--- src/rtl/wdog_window.sv ---
module wdog_window #(
  parameter int CW = 24,
  parameter int PRESCALE = 4,
  parameter int TC_MIN = 255
) (
  input  logic          clk,
  input  logic          rst_n,
  input  logic          wr_en,
  input  logic          rd_en,
  input  logic [2:0]    addr,
  input  logic [CW-1:0] wdata,
  output logic [CW-1:0] rdata,
  output logic          wdt_rst,
  output logic          wdt_irq,
  output logic [CW-1:0] count
);
  localparam int PW = (PRESCALE > 1) ? $clog2(PRESCALE) : 1;
  localparam logic [2:0] A_CTRL = 3'd0, A_TC = 3'd1, A_FEED = 3'd2,
                         A_CNT = 3'd3, A_WARN = 3'd4, A_WIN = 3'd5;
  localparam logic [CW-1:0] FLOOR = CW'(TC_MIN);

  logic en, rst_en, prot, tof, wflag, armed, running, pend;
  logic [PW-1:0] pre;
  logic [CW-1:0] tc, warn, win;

  wire acc        = wr_en | rd_en;
  wire feed_wr    = wr_en && addr == A_FEED;
  wire ctrl_wr    = wr_en && addr == A_CTRL;
  wire seq_ok     = armed && feed_wr && wdata == CW'(8'h55);
  wire seq_bad    = armed && acc && !seq_ok;
  wire early      = running && count > win;
  wire feed_fault = seq_ok && early;
  wire do_reload  = seq_ok && !early;
  wire tc_try     = wr_en && addr == A_TC && !armed;
  wire prot_fault = tc_try && running && prot && (count >= warn || count > win);
  wire tc_wr      = tc_try && !prot_fault;
  wire zero_fault = running && rst_en && count == '0;
  wire fault      = (seq_bad && running) || feed_fault || prot_fault || zero_fault;
  wire tick       = running && pre == PW'(PRESCALE - 1);

  assign wdt_irq = wflag;

  always_comb begin
    case (addr)
      A_CTRL:  rdata = CW'({prot, wflag, tof, rst_en, en});
      A_TC:    rdata = tc;
      A_CNT:   rdata = count;
      A_WARN:  rdata = warn;
      A_WIN:   rdata = win;
      default: rdata = '0;
    endcase
  end

  always_ff @(posedge clk or negedge rst_n) begin
    if (!rst_n) begin
      en <= 1'b0; rst_en <= 1'b0; prot <= 1'b0;
      tof <= 1'b0; wflag <= 1'b0; armed <= 1'b0;
      running <= 1'b0; pend <= 1'b0; wdt_rst <= 1'b0;
      pre <= '0;
      tc <= FLOOR; count <= FLOOR; warn <= '0; win <= '1;
    end else begin
      pend <= fault;
      if (pend) begin
        tof <= 1'b1;
        if (rst_en) wdt_rst <= 1'b1;
      end else if (ctrl_wr && !wdata[2]) tof <= 1'b0;

      if (running && count == warn) wflag <= 1'b1;
      else if (ctrl_wr && wdata[3]) wflag <= 1'b0;

      if (ctrl_wr) begin
        en     <= en | wdata[0];
        rst_en <= rst_en | wdata[1];
        prot   <= prot | wdata[4];
      end

      armed <= armed ? !acc : (feed_wr && wdata == CW'(8'hAA));

      if (tc_wr) tc <= (wdata < FLOOR) ? FLOOR : wdata;
      if (wr_en && addr == A_WARN) warn <= wdata;
      if (wr_en && addr == A_WIN) win <= wdata;

      if (do_reload) begin
        count <= tc;
        pre <= '0;
        if (en) running <= 1'b1;
      end else if (running) begin
        pre <= tick ? '0 : pre + 1'b1;
        if (tick && count != '0) count <= count - 1'b1;
      end
    end
  end

  assert_tc_floor_R2: assert property (@(posedge clk) disable iff (!rst_n) tc >= FLOOR);
  assert_idle_count_R3: assert property (@(posedge clk) disable iff (!rst_n)
    (!running && !do_reload) |=> $stable(count));
  assert_step_R4: assert property (@(posedge clk) disable iff (!rst_n)
    (running && !do_reload) |=> (count == $past(count) || count == $past(count) - 1'b1));
  assert_bad_seq_R5: assert property (@(posedge clk) disable iff (!rst_n)
    (seq_bad && running && rst_en) |=> ##1 wdt_rst);
  assert_int_mode_R6: assert property (@(posedge clk) disable iff (!rst_n) !rst_en |-> !wdt_rst);
  assert_zero_R8: assert property (@(posedge clk) disable iff (!rst_n)
    (running && rst_en && count == '0) |=> ##1 wdt_rst);
  assert_early_R9: assert property (@(posedge clk) disable iff (!rst_n)
    (feed_fault && rst_en) |=> ##1 wdt_rst);
  assert_sticky_R11: assert property (@(posedge clk) disable iff (!rst_n)
    (en && rst_en) |=> (en && rst_en));
endmodule

--- config.mk ---
export PLATFORM = sky130hd
export DESIGN_NAME = wdog_window
export DESIGN_NICKNAME = d
export VERILOG_FILES = /design/src/rtl/wdog_window.sv
export SDC_FILE = /design/constraint.sdc
export NUM_CORES = 1
export LEC_CHECK = 0
export BUFFER_PORTS_ARGS = -buffer_cell sky130_fd_sc_hd__buf_2
export CORE_MARGIN = 4
export CORE_UTILIZATION = 39
export DETAILED_ROUTE_END_ITERATION = 16
export HOLD_SLACK_MARGIN = 0.1
export MAX_ROUTING_LAYER = met4
export PLACE_DENSITY = 0.64
export SYNTH_ARGS = -nofsm -noshare
export SYNTH_HDL_FRONTEND = slang
export SYNTH_SLANG_ARGS = --single-unit
--- constraint.sdc ---
create_clock -name clk -period 2.7 [get_ports clk]
set_clock_uncertainty 0.2 [all_clocks]
set_input_delay 0.405 -clock clk [delete_from_list [all_inputs] [get_ports clk]]
set_output_delay 0.405 -clock clk [all_outputs]
set_load 0.01 [all_outputs]
==> results.md <==
* Io pins at 81
* Cell count along the critical path at 10
* Synth Register Bits at 107
* Minimum clock period after layout at 2990 ps
* Ys async rst share at 1.00
* Reg2Reg Launch Point: win[23]$_DFFE_PN1P_
* # H-tree levels at 3
* Largest net degree at the start of global routing at 39
* Worst Setup SP: win[23]$_DFFE_PN1P_
* Initial antenna violation count at 0
* Hold Path Class: primary input to flip-flop
* CP Class: flip-flop to flip-flop
* Crit path cell chain: inv_2 > ha_4 > nand4_1 > nor4_2 > buf_4 > o31a_1 > a2bb2oi_4 > a21o_4 > clkbuf_16 > mux2_4
* Area growth, synth to finish at 37.8%
* WP data required at 2760 ps
* RSZ-0062 raised after global routing: yes
* Avg WL per Cell at 21.3 µm
* Worst reg2reg path depth at 10
* Worst-Margin Slew at 791 ps
* RR Endpoint: count[13]$_DFFE_PN0P_
* Flop-to-flop setup slack at -290 ps
* Status: finished with violations
* Total Wirelength at 25.8 mm
* Routed vias/inst at 5.95
* Via count at 7213
* First-pass GRT wire length at 39.1 mm
* Clock Latency Late Sink at 370 ps
* Crit start category: flip-flop
* Share of cells above drive strength 1 at 0.410
* Root Buffer Master: clkbuf_16
* All-Layer GR Usage at 0.250
* Gpl congestion at 0.893
* DP Area at 8890 µm²
* Clock slew at reported path FFs at 80 ps
* Failing checks: negative setup slack
* Top cell family by delay on the critical path: simple AND/OR/NAND/NOR gates
* FP Rows at 49
* Net Count, Synth at 864
* Buf/Inv on CP at 3
* Initial DRC count at 613
* Bufs on Longest Clock Path at 2
* Lkg Pwr at 4.74 nW
* Die Area at 20900 µm²
* Die Wd at 145 µm
* Cell Area, Synth at 7280 µm²
* Fmax at 0.335 GHz
* Number of global-route vias before repair at 7000
* Initial Utilization at 0.401
* Pwr Density at 567 nW/µm²
* Post-synthesis area per instance at 9.30 µm²
* Critical Path End: count[13]$_DFFE_PN0P_
* Diodes inserted at 0
* MaxCap Viol Count at 0
* Final nets at 1060
* Chip height at 145 µm
* Commonest non-fill, non-tap cell in the layout: buf_4
* HPWL after DPL at 17.5 mm
* Most frequent cells in the layout: buf_4, nand2_1, buf_2, dfrtp_1, a22oi_1
* PnR worst setup slack at -287 ps
* Top_reg_cell synth: dfrtp_1
* Count of flip-flops with a built-in enable after synthesis at 0
* Crit path DAT at 3040 ps
* Crit Path Max Fanout at 4
* CTS Buf Count at 9
* Endpoints failing setup at 50
* Fill count at 1559
* Final hold vios at 0
* Period utilization at 1.11
* Yosys warnings at 0
* Final Instance Area at 10000 µm²
* Clock Sinks at 107
* CTS tree: yes
* Input/output buffers at 80
* Crit-path slowest cell: dfstp_2
* DRT Pass-1 Iters at 6
* Post-synth cell types at 57
* # DRC at 0
* Hold WS at 141 ps
* Grt ovf at 0
* Final ANT Viol Nets at 0
* Slew HR at 0.473
* Fin. max-slew vios at 0
* Synthesized instance count at 783
* Crit path largest cell delay at 540 ps
* Core Area at 18100 µm²
* Sequential share of the synthesized area at 0.375
* Worst setup EP type: flip-flop
* Max VDD drop at 325 µV
worst min-delay path by stage:
stage          start                   to  slack (ps)  cells past startpoint
3_3_place_gp   rst_n  wdt_rst$_DFFE_PN0P_         220                      1
6_report       rd_en      armed$_DFF_PN0_         140                      4
5_1_grt        rd_en      armed$_DFF_PN0_         130                      4
4_1_cts        rd_en      armed$_DFF_PN0_         130                      4
3_5_place_dp   rst_n  wdt_rst$_DFFE_PN0P_         220                      1
2_1_floorplan  rst_n      armed$_DFF_PN0_         -90                      0
layer usage:
layer | GRT usage | vias to the layer above | wire length, µm
li1 | - | 3290 | -
met1 | 0.327 | 3591 | 11400
met2 | 0.386 | 281 | 12100
met3 | 0.0546 | 51 | 1750
met4 | 0.0864 | 0 | 654
met5 | - | - | 0
worst reg2reg max path: cells and delay by family, from the launching register on:
family,cells,cell delay (ps)
AOI/OAI and AO/OA,3,580
adders and majority gates,1,260
buffers and inverters,3,390
DFF,1,540
muxes,1,300
and+or+nand+nor,2,600
power by group:
part	switching (W)	total, W	internal, W
Combinational	0.000952	0.00195	0.00100
Clock	0.000630	0.00131	0.000681
Sequential	0.000375	0.00243	0.00206
stage by stage:
| step | cells | total power (W) | setup TNS [ps] | setup WS (ps) | utilization |
|---|---|---|---|---|---|
| after floorplan | 783 | 0.00328 | -5260 | -276 | - |
| after global placement | 1177 | 0.00390 | -11690 | -434 | 0.490 |
| after detailed placement | 1177 | 0.00395 | -13140 | -451 | 0.490 |
| after CTS | 1208 | 0.00536 | -4760 | -157 | 0.528 |
| after global routing | 1213 | 0.00598 | -11910 | -319 | 0.553 |
| final | 1213 | 0.00569 | -9040 | -287 | 0.553 |
cells by family (layout without fill, tap and decap cells):
| kind of cell | Yosys count | after routing | share of synthesized area |
|---|---|---|---|
| multiplexers | 50 | 50 | 0.0862 |
| flip-flops | 107 | 107 | 0.375 |
| buffers and inverters | 98 | 299 | 0.0562 |
| XOR/XNOR | 22 | 22 | 0.0265 |
| AO/OA/AOI/OAI | 177 | 177 | 0.171 |
| adder cells (fa/ha/maj) | 50 | 50 | 0.0859 |
| AND/OR/NAND/NOR | 279 | 279 | 0.199 |
final cells by class:
class,count,area [µm²],area share
flip-flops and latches,107,2740,0.273
multi-input cells,578,4700,0.468
inverters,53,199,0.0198
clock buffers,15,268,0.0267
repair buffers,230,1840,0.184
clock inverters,1,6.26,0.000623
well taps,229,287,0.0285
registers in the layout, indices dropped and copies added (netlist names):
signal,count
count,24
wdt_irq,1
rst_en,1
win,24
wdt_rst,1
armed,1
pre,2
pend,1
tof,1
prot,1
tc,24
warn,24
running,1
en,1
what timing repair did:
item                                    4_1_cts  5_1_grt
buffers inserted                              9        4
hold buffers                                  1        0
gates cloned                                  5        3
hold endpoints to repair                     28        0
endpoints found under the setup margin       49       51
pin swaps                                     9       37
resized for setup                            38       67
cell usage after synthesis, drive strengths merged (5+ instances only):
library cell	count	area share
a21o	8	0.0082
a21oi	23	0.016
a221oi	17	0.020
a222oi	8	0.011
a22oi	50	0.052
and3	39	0.034
buf	8	0.0098
clkbuf	37	0.019
dfrtp	67	0.23
dfstp	40	0.14
ha	50	0.086
inv	53	0.027
mux2	48	0.083
nand2	122	0.063
nand3	14	0.0096
nand4	13	0.012
nor2	18	0.0093
nor2b	5	0.0043
nor3	12	0.0082
nor4	13	0.015
o21ai	33	0.023
o22ai	7	0.0060
o311ai	16	0.019
or2b	8	0.0082
or3	11	0.0094
xnor2	7	0.0084
xor2	15	0.018
No activity file was read; power rests on OpenSTA's default activity.
